==> src/rtl/tap_tune_pkg.sv <==
package tap_tune_pkg;

  localparam logic [2:0] MODE_HS200 = 3'd4;

  typedef enum logic [2:0] {
    ST_IDLE,
    ST_APPLY,
    ST_CHECK,
    ST_STEP,
    ST_FIN_APPLY,
    ST_OK,
    ST_FAIL
  } tuneState_t;

  typedef struct packed {
    logic initSweep;
    logic markPass;
    logic markFail;
    logic advance;
    logic loadFinal;
    logic timerClr;
  } tuneCtrl_t;

endpackage

==> src/rtl/tap_tune_datapath.sv <==
module tap_tune_datapath
  import tap_tune_pkg::*;
#(
  parameter int TAP_W       = 6,
  parameter int TAP_COUNT   = 40,
  parameter int TIMEOUT_CYC = 16
) (
  input  logic             clk,
  input  logic             rstN,
  input  tuneCtrl_t        ctrl,
  output logic [TAP_W-1:0] tapIdx,
  output logic             lastTap,
  output logic             anyPass,
  output logic             timeout
);

  localparam int CNT_W = $clog2(TAP_COUNT + 1);
  localparam int TMR_W = $clog2(TIMEOUT_CYC + 1);
  localparam logic [TAP_W-1:0] LAST_IDX = TAP_W'(TAP_COUNT - 1);
  localparam logic [TMR_W-1:0] TMR_LIMIT = TMR_W'(TIMEOUT_CYC - 1);

  logic [CNT_W-1:0] runLen;
  logic [CNT_W-1:0] bestLen;
  logic [TAP_W-1:0] bestEnd;
  logic [TMR_W-1:0] timer;
  logic [CNT_W-1:0] runNext;
  logic [TAP_W-1:0] centreTap;

  assign runNext   = runLen + 1'b1;
  assign centreTap = bestEnd - TAP_W'(bestLen >> 1);

  always_ff @(posedge clk) begin
    if (!rstN) begin
      tapIdx  <= '0;
      runLen  <= '0;
      bestLen <= '0;
      bestEnd <= '0;
    end else begin
      if (ctrl.initSweep) begin
        tapIdx  <= '0;
        runLen  <= '0;
        bestLen <= '0;
        bestEnd <= '0;
      end
      if (ctrl.markFail) begin
        runLen <= '0;
      end
      if (ctrl.markPass) begin
        runLen <= runNext;
        if (runNext > bestLen) begin
          bestLen <= runNext;
          bestEnd <= tapIdx;
        end
      end
      if (ctrl.advance) begin
        tapIdx <= tapIdx + 1'b1;
      end
      if (ctrl.loadFinal) begin
        tapIdx <= centreTap;
      end
    end
  end

  always_ff @(posedge clk) begin
    if (!rstN || ctrl.timerClr) begin
      timer <= '0;
    end else if (timer != TMR_LIMIT) begin
      timer <= timer + 1'b1;
    end
  end

  assign lastTap = (tapIdx == LAST_IDX);
  assign anyPass = (bestLen != '0);
  assign timeout = (timer == TMR_LIMIT);

endmodule

==> src/rtl/tap_tune_control.sv <==
module tap_tune_control
  import tap_tune_pkg::*;
(
  input  logic       clk,
  input  logic       rstN,
  input  logic       start,
  input  logic [2:0] speedMode,
  input  logic       tapReady,
  input  logic       chkAck,
  input  logic       chkPass,
  input  logic       lastTap,
  input  logic       anyPass,
  input  logic       timeout,
  output tuneCtrl_t  ctrl,
  output logic       tapUpdate,
  output logic       chkReq,
  output logic       done,
  output logic       err
);

  tuneState_t state, stateNext;

  always_ff @(posedge clk) begin
    if (!rstN) state <= ST_IDLE;
    else       state <= stateNext;
  end

  always_comb begin
    stateNext = state;
    ctrl      = '0;
    unique case (state)
      ST_IDLE: begin
        if (start) begin
          if (speedMode == MODE_HS200) begin
            ctrl.initSweep = 1'b1;
            ctrl.timerClr  = 1'b1;
            stateNext      = ST_APPLY;
          end else begin
            stateNext = ST_FAIL;
          end
        end
      end
      ST_APPLY: begin
        if (tapReady) begin
          stateNext = ST_CHECK;
        end else if (timeout) begin
          ctrl.markFail = 1'b1;
          stateNext     = ST_STEP;
        end
      end
      ST_CHECK: begin
        if (chkAck) begin
          ctrl.markPass = chkPass;
          ctrl.markFail = !chkPass;
          stateNext     = ST_STEP;
        end
      end
      ST_STEP: begin
        ctrl.timerClr = 1'b1;
        if (!lastTap) begin
          ctrl.advance = 1'b1;
          stateNext    = ST_APPLY;
        end else if (anyPass) begin
          ctrl.loadFinal = 1'b1;
          stateNext      = ST_FIN_APPLY;
        end else begin
          stateNext = ST_FAIL;
        end
      end
      ST_FIN_APPLY: begin
        if (tapReady)     stateNext = ST_OK;
        else if (timeout) stateNext = ST_FAIL;
      end
      ST_OK:   stateNext = ST_IDLE;
      ST_FAIL: stateNext = ST_IDLE;
      default: stateNext = ST_IDLE;
    endcase
  end

  assign tapUpdate = (state == ST_APPLY) || (state == ST_FIN_APPLY);
  assign chkReq    = (state == ST_CHECK);
  assign done      = (state == ST_OK) || (state == ST_FAIL);
  assign err       = (state == ST_FAIL);

endmodule

==> src/rtl/tap_window_tuner.sv <==
module tap_window_tuner
  import tap_tune_pkg::*;
#(
  parameter int TAP_W       = 6,
  parameter int TAP_COUNT   = 40,
  parameter int TIMEOUT_CYC = 16
) (
  input  logic             clk,
  input  logic             rstN,
  input  logic             start,
  input  logic [2:0]       speedMode,
  output logic             done,
  output logic             err,
  output logic [TAP_W-1:0] tapValue,
  output logic             tapUpdate,
  input  logic             tapReady,
  output logic             chkReq,
  input  logic             chkAck,
  input  logic             chkPass
);

  tuneCtrl_t ctrl;
  logic      lastTap;
  logic      anyPass;
  logic      timeout;

  tap_tune_control u_ctrl (
    .clk       (clk),
    .rstN      (rstN),
    .start     (start),
    .speedMode (speedMode),
    .tapReady  (tapReady),
    .chkAck    (chkAck),
    .chkPass   (chkPass),
    .lastTap   (lastTap),
    .anyPass   (anyPass),
    .timeout   (timeout),
    .ctrl      (ctrl),
    .tapUpdate (tapUpdate),
    .chkReq    (chkReq),
    .done      (done),
    .err       (err)
  );

  tap_tune_datapath #(
    .TAP_W       (TAP_W),
    .TAP_COUNT   (TAP_COUNT),
    .TIMEOUT_CYC (TIMEOUT_CYC)
  ) u_dp (
    .clk     (clk),
    .rstN    (rstN),
    .ctrl    (ctrl),
    .tapIdx  (tapValue),
    .lastTap (lastTap),
    .anyPass (anyPass),
    .timeout (timeout)
  );

endmodule

==> config.mk <==
export PLATFORM = sky130hd
export DESIGN_NAME = tap_window_tuner
export DESIGN_NICKNAME = d
export VERILOG_FILES = /design/src/rtl/tap_tune_pkg.sv /design/src/rtl/tap_tune_datapath.sv /design/src/rtl/tap_tune_control.sv /design/src/rtl/tap_window_tuner.sv
export SDC_FILE = /design/constraint.sdc
export NUM_CORES = 1
export LEC_CHECK = 0
export BUFFER_PORTS_ARGS = -buffer_cell sky130_fd_sc_hd__buf_4
export CORE_ASPECT_RATIO = 1.4
export CORE_MARGIN = 2
export CORE_UTILIZATION = 54
export DETAILED_ROUTE_END_ITERATION = 7
export GPL_ROUTABILITY_DRIVEN = 0
export MAX_ROUTING_LAYER = met4
export PLACE_DENSITY_LB_ADDON = 0.3
export SYNTH_ARGS = -nofsm -noshare
export SYNTH_HDL_FRONTEND = slang
export SYNTH_HIERARCHICAL = 1
export SYNTH_SLANG_ARGS = --single-unit
export TNS_END_PERCENT = 30
==> constraint.sdc <==
create_clock -name clk -period 2 [get_ports clk]
set_input_delay 0.3 -clock clk [delete_from_list [all_inputs] [get_ports clk]]
set_output_delay 0.3 -clock clk [all_outputs]
set_load 0.02 [all_outputs]
==> results.cfg <==
[sta]
fin_hold_ws_ns = 0.404
tightestPinTransition_ns = 0.527
finClkSkew_ns = 0.00331
finalHoldViolCount = 0
rsz0062_at_grt = true
period_share_pct = 106
finalSetupViolCount = 12
drv_slew = 0
slew_headroom_pct = 64.9
period_needed_ns = 2.12
max_freq_mhz = 471
setup_ws_ns = -0.122

[die]
row_count = 27
die-area_um2 = 4550
ios = 19
dieHeight_um = 79.0
core_area_um2 = 3880
initial_core_util_pct = 55.9
die_x_um = 57.6

[status]
violations = negative setup slack
status = finished, violations left

[logic_synthesis]
synth_edf_count = 0
yosysTopAreaCellShare_pct = 29.5
ys_async_sr_fraction_pct = 0
syn_inst = 267
postSynthNetCount = 292
synthTopCellsByArea = dfxtp_1 29%, ha_1 8.6%, o21ai_0 5.1%
synth_top_area_cell = dfxtp_1
yosys_warnings = 6
netlist-cell-type-count = 49
synth_most_common_cell = dfxtp_1
yosysSeqAreaShare_pct = 29.5
synth-seq-cells = 32
postSynthAreaPerCell_um2 = 8.14
synthesis.area_um2 = 2170
ys.flop_type = dfxtp_1
synth_top_cells_by_count = 32 x dfxtp_1, 29 x nor2_1, 22 x o21ai_0

[grt]
grt_pass1_wl_um = 8770
antenna_found_initial = 0
grt_pass1_vias = 2051
grt_usage_pct = 24.8
grt_max_degree = 26
grt-ovfl-total = 0

[run]
maxCapViolCount = 0

[cells_and_area]
nets = 331
drive_gt1_share_pct = 28.3
antenna_cells = 0
syn2layout_area_growth_pct = 25.1

[drt]
vias = 2109
drc = 0
viasPerCell = 6.03
ant_nets = 0
wl_per_cell_um = 15.4
totalWireLength_um = 5380
dr.pass1.iters = 4
drt_iter0_markers = 88

[cts]
cts_tree = built
cts_max_path_buffers = 2
htree_levels = 2
clk_pin_slew_worst_paths_ns = 0.07
cts_hold_buf = 0
cts_root_buf = clkbuf_8
clkLatencyLatePin_ns = 0.28
cts.sinks = 32
cts_made_buffers = 5

[power_and_ir_drop]
power.total_w = 0.00202
power.leakage_nw = 1.11
powerDensity_nw_per_um2 = 744
vdd_drop_max_v = 0.000666

[place]
io_buffers = 18
dp_hpwl_um = 3750

[setup_path]
critPathMaxFanout = 6
crit_required_ns = 2.15
reg2reg_depth = 9
critPathLaunchType = register
worstSetupEndpointType = register
worstSetupPathType = reg2reg
cp.arrival_ns = 2.27

[hold_path]
whs_path_depth = 3
worstHoldPathType = in2reg
-- state kept, by name, summed over array words and instances (netlist names) --
name,cells
u_dp/bestEnd,6
u_dp/bestLen,6
u_dp/runLen,6
u_dp/tapIdx,6
u_dp/timer,5
u_ctrl/state,3
-- per-layer routing --
metal  routed length, µm  global-route usage, %  vias to the layer above
met1                2140                   27.4                      995
met5                   0                      -                        -
li1                    -                      -                     1037
met3                 249                   4.56                       14
met4                 131                   9.77                        0
met2                2860                   43.5                       63
-- path summary, 6_finish.rpt --
kind                                     start               to  slack [ns]
worst min register to register   u_dp/timer[4]    u_dp/timer[4]        0.50
worst min-delay path                    chkAck  u_ctrl/state[2]        0.40
worst max register to register  u_dp/runLen[0]  u_dp/bestLen[2]       -0.12
worst max-delay path            u_dp/runLen[0]  u_dp/bestLen[2]       -0.12
-- repair_timing --
item                                    CTS  global route
pin swaps                                 2             7
setup buffers                             1             1
endpoints found under the setup margin   14            18
gates cloned                              2             1
resized for setup                         8            20
-- kinds of logic after synthesis --
logic type | count (synthesis) | share of synthesized area (%)
xor+xnor | 11 | 4.44
compound gates | 65 | 19.2
buf+inv | 32 | 7.78
mux | 6 | 2.77
flops | 32 | 29.5
simple gates | 105 | 26.8
fa+ha+maj | 16 | 9.56
-- through the flow --
stage / cells / setup TNS [ns] / util, % / area (µm²) / worst slack [ns]
6_report: 350 / -1.00 / 70.0 / 2720 / -0.122
3_3_place_gp: 337 / -0.00841 / 63.6 / 2470 / -0.00841
5_1_grt: 350 / -2.29 / 70.0 / 2720 / -0.213
4_1_cts: 348 / -0.232 / 67.8 / 2640 / -0.0431
3_5_place_dp: 337 / -0.398 / 63.6 / 2470 / -0.108
2_1_floorplan: 267 / -0.00389 / - / 2200 / -0.00389
-- critical path, cell delays in order (launching register included) --
cell and delay, ns:
dfxtp_4 0.37, and3_4 0.17, nand3_2 0.09, xnor2_2 0.16, ha_1 0.34, nand4_1 0.14, o21ai_2 0.27, a31o_4 0.19
mux2i_1 0.20, nor2_1 0.05
-- power by group --
part | switching [W] | total [W] | internal, W
registers | 0.0000708 | 0.000755 | 0.000684
clock network | 0.000253 | 0.000623 | 0.000370
logic | 0.000349 | 0.000644 | 0.000295
total | 0.000673 | 0.00202 | 0.00135
-- layout by cell type (no fill, tap or decap), types with 7 or more instances in the layout --
cell type   n
nor2_1     26
buf_4      44
nand3b_1    7
nand2_1    16
o21ai_0    17
a21oi_1    14
nand4b_1   10
inv_1      17
dfxtp_1    25
ha_1       13
-- area by class of cell --
type,instances,area (µm²)
inverter,17,63.8
multi-input combinational,206,1510
clock buffer,6,72.6
sequential,32,652
timing repair buffer,44,330
clock inverter,2,35.0
tap,43,53.8
fill,311,1170
No activity file was read; power rests on OpenSTA's default activity.
